**config.mk**
```make
export PLATFORM = sky130hd
export DESIGN_NAME = cfg_txn_ctrl
export DESIGN_NICKNAME = d
export VERILOG_FILES = /design/src/rtl/cfg_txn_pkg.sv /design/src/rtl/cfg_decode.sv /design/src/rtl/cfg_osc_bank.sv /design/src/rtl/cfg_txn_ctrl.sv
export SDC_FILE = /design/constraint.sdc
export NUM_CORES = 1
export LEC_CHECK = 0
export ABC_AREA = 1
export BUFFER_PORTS_ARGS = -buffer_cell sky130_fd_sc_hd__buf_2
export CORE_UTILIZATION = 45
export CTS_CLUSTER_SIZE = 25
export DETAILED_ROUTE_END_ITERATION = 10
export GPL_TIMING_DRIVEN = 0
export SYNTH_ARGS = -nofsm -noshare
export SYNTH_HDL_FRONTEND = slang
export SYNTH_SLANG_ARGS = --single-unit
```
**constraint.sdc**
```tcl
create_clock -name clk -period 2.8 [get_ports clk]
set_input_delay 0.28 -clock clk [delete_from_list [all_inputs] [get_ports clk]]
set_output_delay 0.28 -clock clk [all_outputs]
set_load 0.1 [all_outputs]
```
**src/rtl/cfg_txn_pkg.sv**
```systemverilog
package cfg_txn_pkg;

    localparam int ADDR_W   = 8;
    localparam int DATA_W   = 32;
    localparam int DEV_W    = 12;

    localparam logic [ADDR_W-1:0] OFF_DATA = 8'hA0;
    localparam logic [ADDR_W-1:0] OFF_CTRL = 8'hA4;
    localparam logic [ADDR_W-1:0] OFF_STAT = 8'hA8;

    // launch bit and the two reserved site-adjacent bits never persist
    localparam logic [DATA_W-1:0] CTRL_KEEP_MASK = 32'h7FF3_FFFF;

    localparam logic [5:0] FN_FREQ    = 6'd1;
    localparam logic [5:0] FN_SUPPLY  = 6'd2;
    localparam logic [5:0] FN_VIDSEL  = 6'd7;
    localparam logic [5:0] FN_HALT    = 6'd8;
    localparam logic [5:0] FN_RESTART = 6'd9;
    localparam logic [5:0] FN_DISPMOD = 6'd11;

    localparam logic [1:0] SITE_MAIN  = 2'd0;
    localparam logic [1:0] SITE_CARD  = 2'd1;

    typedef struct packed {
        logic       launch;
        logic       is_write;
        logic [3:0] ctl_sel;
        logic [5:0] func;
        logic [1:0] resvd;
        logic [1:0] site;
        logic [3:0] pos;
        logic [DEV_W-1:0] dev;
    } cmd_t;

    typedef enum logic [2:0] {
        OP_BAD,
        OP_FREQ_RD,
        OP_FREQ_WR,
        OP_SUPPLY_RD,
        OP_NOP_OK,
        OP_HALT,
        OP_RESTART
    } op_e;

    function automatic logic [DATA_W-1:0] freq_reset_val(input int idx);
        if (idx == 0)      return 32'd50000000;
        else if (idx == 1) return 32'd23750000;
        else               return 32'd24000000;
    endfunction

endpackage

```
**src/rtl/cfg_decode.sv**
```systemverilog
module cfg_decode
    import cfg_txn_pkg::*;
#(
    parameter int NUM_OSC = 6,
    localparam int IDX_W = (NUM_OSC > 1) ? $clog2(NUM_OSC) : 1
) (
    input  cmd_t             cmd,
    output op_e              op,
    output logic [IDX_W-1:0] osc_idx
);

    logic gate_ok;
    logic main_dev0;

    assign gate_ok   = (cmd.ctl_sel == 4'd0) && (cmd.pos == 4'd0) &&
                       ((cmd.site == SITE_MAIN) || (cmd.site == SITE_CARD));
    assign main_dev0 = (cmd.site == SITE_MAIN) && (cmd.dev == '0);
    assign osc_idx   = cmd.dev[IDX_W-1:0];

    always_comb begin
        op = OP_BAD;
        if (gate_ok) begin
            unique case (cmd.func)
                FN_FREQ: begin
                    if (cmd.site == SITE_MAIN && cmd.dev < DEV_W'(NUM_OSC))
                        op = cmd.is_write ? OP_FREQ_WR : OP_FREQ_RD;
                end
                FN_SUPPLY: begin
                    if (main_dev0 && !cmd.is_write) op = OP_SUPPLY_RD;
                end
                FN_VIDSEL, FN_DISPMOD: begin
                    if (main_dev0 && cmd.is_write) op = OP_NOP_OK;
                end
                FN_HALT: begin
                    if (main_dev0 && cmd.is_write) op = OP_HALT;
                end
                FN_RESTART: begin
                    if (main_dev0 && cmd.is_write) op = OP_RESTART;
                end
                default: op = OP_BAD;
            endcase
        end
    end

endmodule

```
**src/rtl/cfg_osc_bank.sv**
```systemverilog
module cfg_osc_bank
    import cfg_txn_pkg::*;
#(
    parameter int NUM_OSC = 6,
    localparam int IDX_W = (NUM_OSC > 1) ? $clog2(NUM_OSC) : 1
) (
    input  logic              clk,
    input  logic              rst,
    input  logic              wr_en,
    input  logic [IDX_W-1:0]  idx,
    input  logic [DATA_W-1:0] wdata,
    output logic [DATA_W-1:0] rdata
);

    logic [DATA_W-1:0] freq_q [NUM_OSC];

    for (genvar g = 0; g < NUM_OSC; g++) begin : g_osc
        always_ff @(posedge clk) begin
            if (rst)
                freq_q[g] <= freq_reset_val(g);
            else if (wr_en && idx == IDX_W'(g))
                freq_q[g] <= wdata;
        end

        AST_OSC_HOLD: assert property (@(posedge clk) disable iff (rst)
            !(wr_en && idx == IDX_W'(g)) |=> $stable(freq_q[g]));
    end

    always_comb begin
        rdata = '0;
        for (int i = 0; i < NUM_OSC; i++)
            if (idx == IDX_W'(i)) rdata = freq_q[i];
    end

endmodule

```
**src/rtl/cfg_txn_ctrl.sv**
```systemverilog
module cfg_txn_ctrl
    import cfg_txn_pkg::*;
#(
    parameter int          NUM_OSC    = 6,
    parameter logic [31:0] SUPPLY_UV  = 32'd3300000
) (
    input  logic        clk,
    input  logic        rst,
    input  logic        bus_wr,
    input  logic [7:0]  bus_addr,
    input  logic [31:0] bus_wdata,
    output logic [31:0] bus_rdata,
    output logic        shutdown_req,
    output logic        reboot_req
);

    localparam int IDX_W = (NUM_OSC > 1) ? $clog2(NUM_OSC) : 1;

    logic [DATA_W-1:0] data_q;
    cmd_t              ctrl_q;
    logic [1:0]        stat_q;
    logic              pend_q;
    logic              halt_q;
    logic              restart_q;

    op_e               op;
    logic [IDX_W-1:0]  osc_idx;
    logic [DATA_W-1:0] osc_rd;
    logic              hit_data, hit_ctrl, hit_stat, launch;
    logic              rd_done;
    logic [DATA_W-1:0] rd_val;

    assign hit_data = bus_wr && (bus_addr == OFF_DATA);
    assign hit_ctrl = bus_wr && (bus_addr == OFF_CTRL);
    assign hit_stat = bus_wr && (bus_addr == OFF_STAT);
    assign launch   = hit_ctrl && bus_wdata[31];

    cfg_decode #(.NUM_OSC(NUM_OSC)) u_dec (
        .cmd     (ctrl_q),
        .op      (op),
        .osc_idx (osc_idx)
    );

    cfg_osc_bank #(.NUM_OSC(NUM_OSC)) u_bank (
        .clk   (clk),
        .rst   (rst),
        .wr_en (pend_q && op == OP_FREQ_WR),
        .idx   (osc_idx),
        .wdata (data_q),
        .rdata (osc_rd)
    );

    assign rd_done = pend_q && (op == OP_FREQ_RD || op == OP_SUPPLY_RD);
    assign rd_val  = (op == OP_FREQ_RD) ? osc_rd : SUPPLY_UV;

    always_ff @(posedge clk) begin
        if (rst) begin
            data_q    <= '0;
            ctrl_q    <= '0;
            stat_q    <= '0;
            pend_q    <= 1'b0;
            halt_q    <= 1'b0;
            restart_q <= 1'b0;
        end else begin
            if (hit_ctrl) ctrl_q <= cmd_t'(bus_wdata & CTRL_KEEP_MASK);
            pend_q <= launch;

            if (pend_q)        stat_q <= {op == OP_BAD, 1'b1};
            else if (launch)   stat_q <= 2'b00;
            else if (hit_stat) stat_q <= bus_wdata[1:0];

            if (rd_done)       data_q <= rd_val;
            else if (hit_data) data_q <= bus_wdata;

            halt_q    <= pend_q && op == OP_HALT;
            restart_q <= pend_q && op == OP_RESTART;
        end
    end

    always_comb begin
        unique case (bus_addr)
            OFF_DATA: bus_rdata = data_q;
            OFF_CTRL: bus_rdata = ctrl_q;
            OFF_STAT: bus_rdata = {30'd0, stat_q};
            default:  bus_rdata = '0;
        endcase
    end

    assign shutdown_req = halt_q;
    assign reboot_req   = restart_q;

    AST_DONE_NEXT: assert property (@(posedge clk) disable iff (rst)
        pend_q |=> stat_q[0]);
    AST_ERR_UNSUP: assert property (@(posedge clk) disable iff (rst)
        (pend_q && op == OP_BAD) |=> (stat_q == 2'b11));
    AST_OK_CLEAN: assert property (@(posedge clk) disable iff (rst)
        (pend_q && op != OP_BAD) |=> (stat_q == 2'b01));
    AST_PULSE_ORIGIN: assert property (@(posedge clk) disable iff (rst)
        (shutdown_req || reboot_req) |-> $past(pend_q));
    AST_PULSE_EXCL: assert property (@(posedge clk) disable iff (rst)
        !(shutdown_req && reboot_req));

endmodule

```
Yosys cells after proc, flatten, opt, wreduce, memory -nomap -nowiden

Memories as Yosys holds them, arrays and structs flattened.
Cells that the tools add are included.

Input port bits: 43
Memories kept: 1
Register bits after elaboration: 66
RAM bits: 192

Magnitude comparators: 1
Equality and inequality tests: 20
Multiplexer cells: 47
Reductions and logical operators: 32
Bitwise operators: 6

Memory list:

| name          | words | width | read ports | clocked after Yosys merged registers in | wr ports | line               | source |
|---|---|---|---|---|---|---|---|
| u_bank.freq_q | 6     | 32    | 6          | 0                                       | 6        | cfg_osc_bank.sv:15 | `logic [DATA_W-1:0] freq_q [NUM_OSC];` |

Operators by type and width:

| kind                                                        | number |
|---|---|
| 2-to-1 mux 32 bit                                           | 15 |
| case mux 32 bit (3 select lines)                            | 1 |
| equality test 8 bit, second input constant                  | 3 |
| logical AND 1 bit                                           | 20 |
| 2-to-1 mux 1 bit                                            | 20 |
| equality test 6 x 4 -> 1 bit, second input constant         | 3 |
| 2-to-1 mux 3 bit                                            | 5 |
| case mux 3 bit (5 select lines)                             | 1 |
| equality test 3 x 2 -> 1 bit, second input constant         | 4 |
| equality test 3 bit, second input constant                  | 4 |
| zero test 12 bit                                            | 1 |
| less-than comparator 12 x 3 -> 1 bit, second input constant | 1 |
| 2-to-1 mux 2 bit                                            | 5 |
| zero test 4 bit                                             | 2 |
| equality test 3 x 1 -> 1 bit, second input constant         | 2 |
| equality test 6 x 1 -> 1 bit, second input constant         | 1 |
| equality test 6 x 2 -> 1 bit, second input constant         | 1 |
| equality test 6 x 3 -> 1 bit, second input constant         | 1 |
| zero test 3 bit                                             | 2 |
| OR 1 bit                                                    | 6 |
| nonzero test 3 bit                                          | 1 |
| equality test 2 x 1 -> 1 bit, second input constant         | 1 |
| zero test 2 bit                                             | 1 |
| logical OR 1 bit                                            | 2 |
| 3 further kinds                                             | 3 |

Depth between registers and ports, before layout

Depth in word-level cells: 13
Gate-level depth with buffers: 15

Hierarchy

From an unflattened synthesis, not the netlist that was laid out.

Cells, all modules: 1391
Area total of the unflattened synthesis: 12074.1 µm²

By module, submodules not included:

| module       | times used | cells an instance | area an instance (µm²) | seq. area each (µm²) |
|---|---|---|---|---|
| cfg_osc_bank | 1          | 815               | 8393.0                 | 5765.5 |
| cfg_txn_ctrl | 1          | 510               | 3362.0                 | 1321.3 |
| cfg_decode   | 1          | 66                | 319.1                  | 0.0 |

Worst setup path after synthesis

No wires, ideal clock.

Path kind: input to output
Start point: input port bus_addr[1]
End point: output port bus_rdata[13]
Path buffers: 2
Required time: 2520 ps
Setup slack: -326 ps
Stages: 8
Arrival: 2846 ps
Cell sequence: or2_2 > nor2_1 > inv_1 > nor3_1 > inv_1 > clkbuf_1 > clkbuf_1 > o22ai_1

Word-level cells in the longest chain between the ends: 2

RTL lines:

| element                              | line               | source |
|---|---|---|
| start: declaration                   | cfg_txn_ctrl.sv:10 | `input logic [7:0] bus_addr,` |
| equality test 8 bit                  | cfg_txn_ctrl.sv:81 | `unique case (bus_addr)` |
| case mux 32 bit (3 select lines) (*) | cfg_txn_ctrl.sv:81 |  |
| end: declaration                     | cfg_txn_ctrl.sv:12 | `output logic [31:0] bus_rdata,` |

Every way passes the cells marked *; elsewhere a longest branch is shown, timed or not.

==> metrics.md <==
| Metric | Value |
|---|---|
| # DRC | `0` |
| Critical path type | `reg -> reg` |
| CP endpoint kind | `flop` |
| Share of Yosys cell area claimed by the top area cell type | `0.490` |
| Port Buffers | `76` |
| Post-synthesis cell type count | `39` |
| Synthesized instance count | `1,277` |
| Placed instance area | `12,700 um^2` |
| DR vias | `between 9,000 and 10,000` |
| Vias in the first global route | `8,983` |
| Worst R2R Setup Slack | `between 0.15 and 0.2 ns` |
| Synth warn | `0` |
| Largest net degree at the start of global routing | `33` |
| Setup ws final | `0.159 ns` |
| Cts bufs inserted | `27` |
| I/O pin total | `77` |
| Final instance area | `around 14,000 um^2` |
| Leak | `between 5 and 6 nW` |
| Final Max Slew Viols | `0` |
| Most common cell on crit path | `nor2_2` |
| R2R Path End | `u_bank.freq_q[0][35]$_SDFFCE_PN0P_` |
| CP max stage delay | `~0.43 ns` |
| Largest area contributor in the netlist | `edfxtp_1` |
| Worst-margin pin slew | `a little over 0.9 ns` |
| Clk slew on worst S/H paths | `0.06 ns` |
| Post-synthesis async set-or-reset flop share | `0` |
| Most numerous cell in the Yosys netlist | `nand2_1` |
| Filler cells | `between 2,000 and 2,500` |
| Critical Path Sink | `u_bank.freq_q[0][35]$_SDFFCE_PN0P_` |
| Clock Latency Late Sink | `roughly 0.54 ns` |
| Clock sink total | `approximately 260` |
| Hpwl dp | `approximately 24 mm` |
| Worst R2R Start | `ctrl_q[1]$_SDFFE_PP0P_` |
| Post-place setup slack | `-0.107 ns` |
| Seq cells post-synth | `258` |
| Nets | `between 1,000 and 1,500` |
| Worst Setup SP | `ctrl_q[1]$_SDFFE_PP0P_` |
| Fraction of the yosys area taken by sequential cells | `0.602` |
| Worst EP required | `2.96 ns` |
| Sequential cell area | `between 7000 and 8000 um^2` |
| Initial Util | `0.463` |
| Layout cells sized above 1 | `0.147` |
| CTS H-tree depth | `1` |
| CP cell instances | `inv_2 -> nand3_2 -> nor2_2 -> nand3_2 -> nor2_2 -> nor2_2 -> nor2_2 -> nand2_2 -> nor2_4 -> buf_12 -> nand2_1 -> nand2_4` |
| R2R depth | `12` |
| Fmax | `about 0.38 GHz` |
| Top FF cell, synth | `edfxtp_1` |
| CP arrival | `2.80 ns` |
| Pwr Density | `between 500 and 600 nW/um^2` |
| Max_slew headroom | `0.382` |
| Max-cap violations | `0` |
| Power, Total | `0.00789 W` |
| Status | `complete, no violations` |
| Hold Crit Class | `in -> reg` |
| Wire length of the first global-routing pass | `roughly 53 mm` |
| Deepest clock path buffer count | `3` |
| Initial DRC Count | `approximately 790` |
| Worst vdd ir | `between 0.4 and 0.5 mV` |
| Final period util | `0.943` |
| Cell Area, Synth | `around 12,000 um^2` |
| Slowest-stage cell, CP | `nand2_4` |
| Std-Cell Rows | `slightly below 60` |
| Vias/cell | `about 5.4` |
| Final hold vios | `0` |
| Die width | `between 150 and 200 um` |
| DRT Wirelength | `between 30 and 40 mm` |
| Largest cells by area after synthesis | `edfxtp_1 (49%), dfxtp_1 (11%), nand2_1 (8.4%), nor2_1 (6.6%), a21oi_1 (4.3%)` |
| Setup violators final | `0` |
| WL/cell | `between 15 and 20 um` |
| Synthesized area per cell | `9.21 um^2` |
| Die ar. | `26,800 um^2` |
| Startpoint Class | `flop` |
| Post-synth EDFFs | `192` |
| Drt pass-1 iters | `7` |
| Inst Count DP | `between 1,500 and 2,000` |
| Antenna violations before repair | `0` |
| Footprint of the multi-input gates | `just under 4000 um^2` |
| Total setup buffers inserted after CTS | `0` |
| Crit-path max FO | `32` |
| Antenna-violating nets left | `0` |
| ANT cells | `0` |
| CTS root buffer | `clkbuf_16` |
| Final Critical Period | `between 2 and 3 ns` |
| Post-Layout Cell Count | `roughly 1,700` |
| Final Skew | `roughly 0.012 ns` |
| Height of the die | `about 160 um` |
| Core Footprint | `around 25,000 um^2` |
| GR Overflow Total | `0` |
| CTS tree | `built` |
| Area growth syn-to-layout | `15.4%` |
| Most common library cells after synthesis | `nand2_1 (262), nor2_1 (208), edfxtp_1 (192)` |
| Final hold slack | `around 0.035 ns` |
| Gp weighted congestion | `between 0.9 and 1` |
| Synthesized net count | `between 1,000 and 1,500` |
| Gr usage total | `0.264` |
==> per-layer routing <==
layer	share of wire	GRT usage	vias up	routed length, um
met5	0	0	-	0
met4	0.024	0.0787	0	839
met3	0.074	0.0379	44	2560
met2	0.46	0.429	367	16000
met1	0.44	0.367	4479	15100
li1	-	-	4500	-
==> power breakdown <==
group,leakage (nW),internal (W),switching (W)
registers,2.29,0.00416,0.0000169
clock network,0.404,0.00203,0.00147
logic,2.33,0.0000595,0.000162
==> critical path, delay by kind of cell (launching register included) <==
family        cells  cell delay, ns
flops             1            0.38
simple gates     10            1.54
buf+inv           2            0.32
==> worst min path at each step <==
stage / startpoint / endpoint / slack, ns / cells past startpoint
CTS: bus_wdata[31] / pend_q$_SDFF_PP0_ / 0.02 / 3
global placement: stat_q[0]$_SDFFE_PP0P_ / stat_q[0]$_SDFFE_PP0P_ / 0.46 / 2
global route: bus_wdata[24] / ctrl_q[24]$_SDFFE_PP0P_ / 0.05 / 3
finish: bus_wdata[31] / pend_q$_SDFF_PP0_ / 0.03 / 3
detailed placement: stat_q[0]$_SDFFE_PP0P_ / stat_q[0]$_SDFFE_PP0P_ / 0.46 / 2
floorplan: rst / stat_q[0]$_SDFFE_PP0P_ / 0.35 / 1
==> per-stage QoR <==
stage	util	TNS [ns]
2_1_floorplan	-	-4.25
3_3_place_gp	0.497	-109.15
3_5_place_dp	0.499	-10.37
4_1_cts	0.533	0
5_1_grt	0.535	-0.0451
6_report	0.535	0
==> state kept, by name, summed over array words and instances (netlist names) <==
| name | cells |
|---|---|
| data_q | 32 |
| ctrl_q | 29 |
| stat_q | 2 |
| u_bank.freq_q | 192 |
| pend_q | 1 |
| shutdown_req | 1 |
| reboot_req | 1 |
==> kinds of logic (layout without fill, tap and decap cells) <==
logic type / Yosys count / count (layout) / synth area share
flip-flops: 258 / 258 / 0.602
AO/OA/AOI/OAI: 209 / 209 / 0.0945
AND/OR/NAND/NOR: 610 / 610 / 0.226
buffers and inverters: 200 / 326 / 0.0772
==> final cells by class <==
type                            count  share of cell area
Sequential cell                   258               0.522
Multi-Input combinational cell    819               0.286
Clock buffer                       31              0.0509
Inverter                          127              0.0355
Timing Repair Buffer               78              0.0326
Buffer                             73              0.0316
Tap cell                          330              0.0304
Clock inverter                     17              0.0114
==> layout by cell type, fill, tap and decap left out, types with 12 or more instances in the layout <==
cell type,Yosys,layout
nand4_1,37,37
o21ai_0,60,60
nand2_1,262,256
buf_2,9,75
nand3_1,64,64
clkbuf_16,0,27
a21oi_1,102,102
o22ai_1,27,17
nor2_1,208,208
clkbuf_1,38,40
dfxtp_1,66,66
inv_1,117,117
buf_4,7,12
edfxtp_1,192,192
==> what timing repair did <==
item	in CTS	in global routing
gates cloned	0	0
resized for setup	5	20
hold endpoints to repair	2	0
setup endpoints to repair	160	39
hold buffers	1	0
Note: power is estimated with default switching activity, not from simulation.
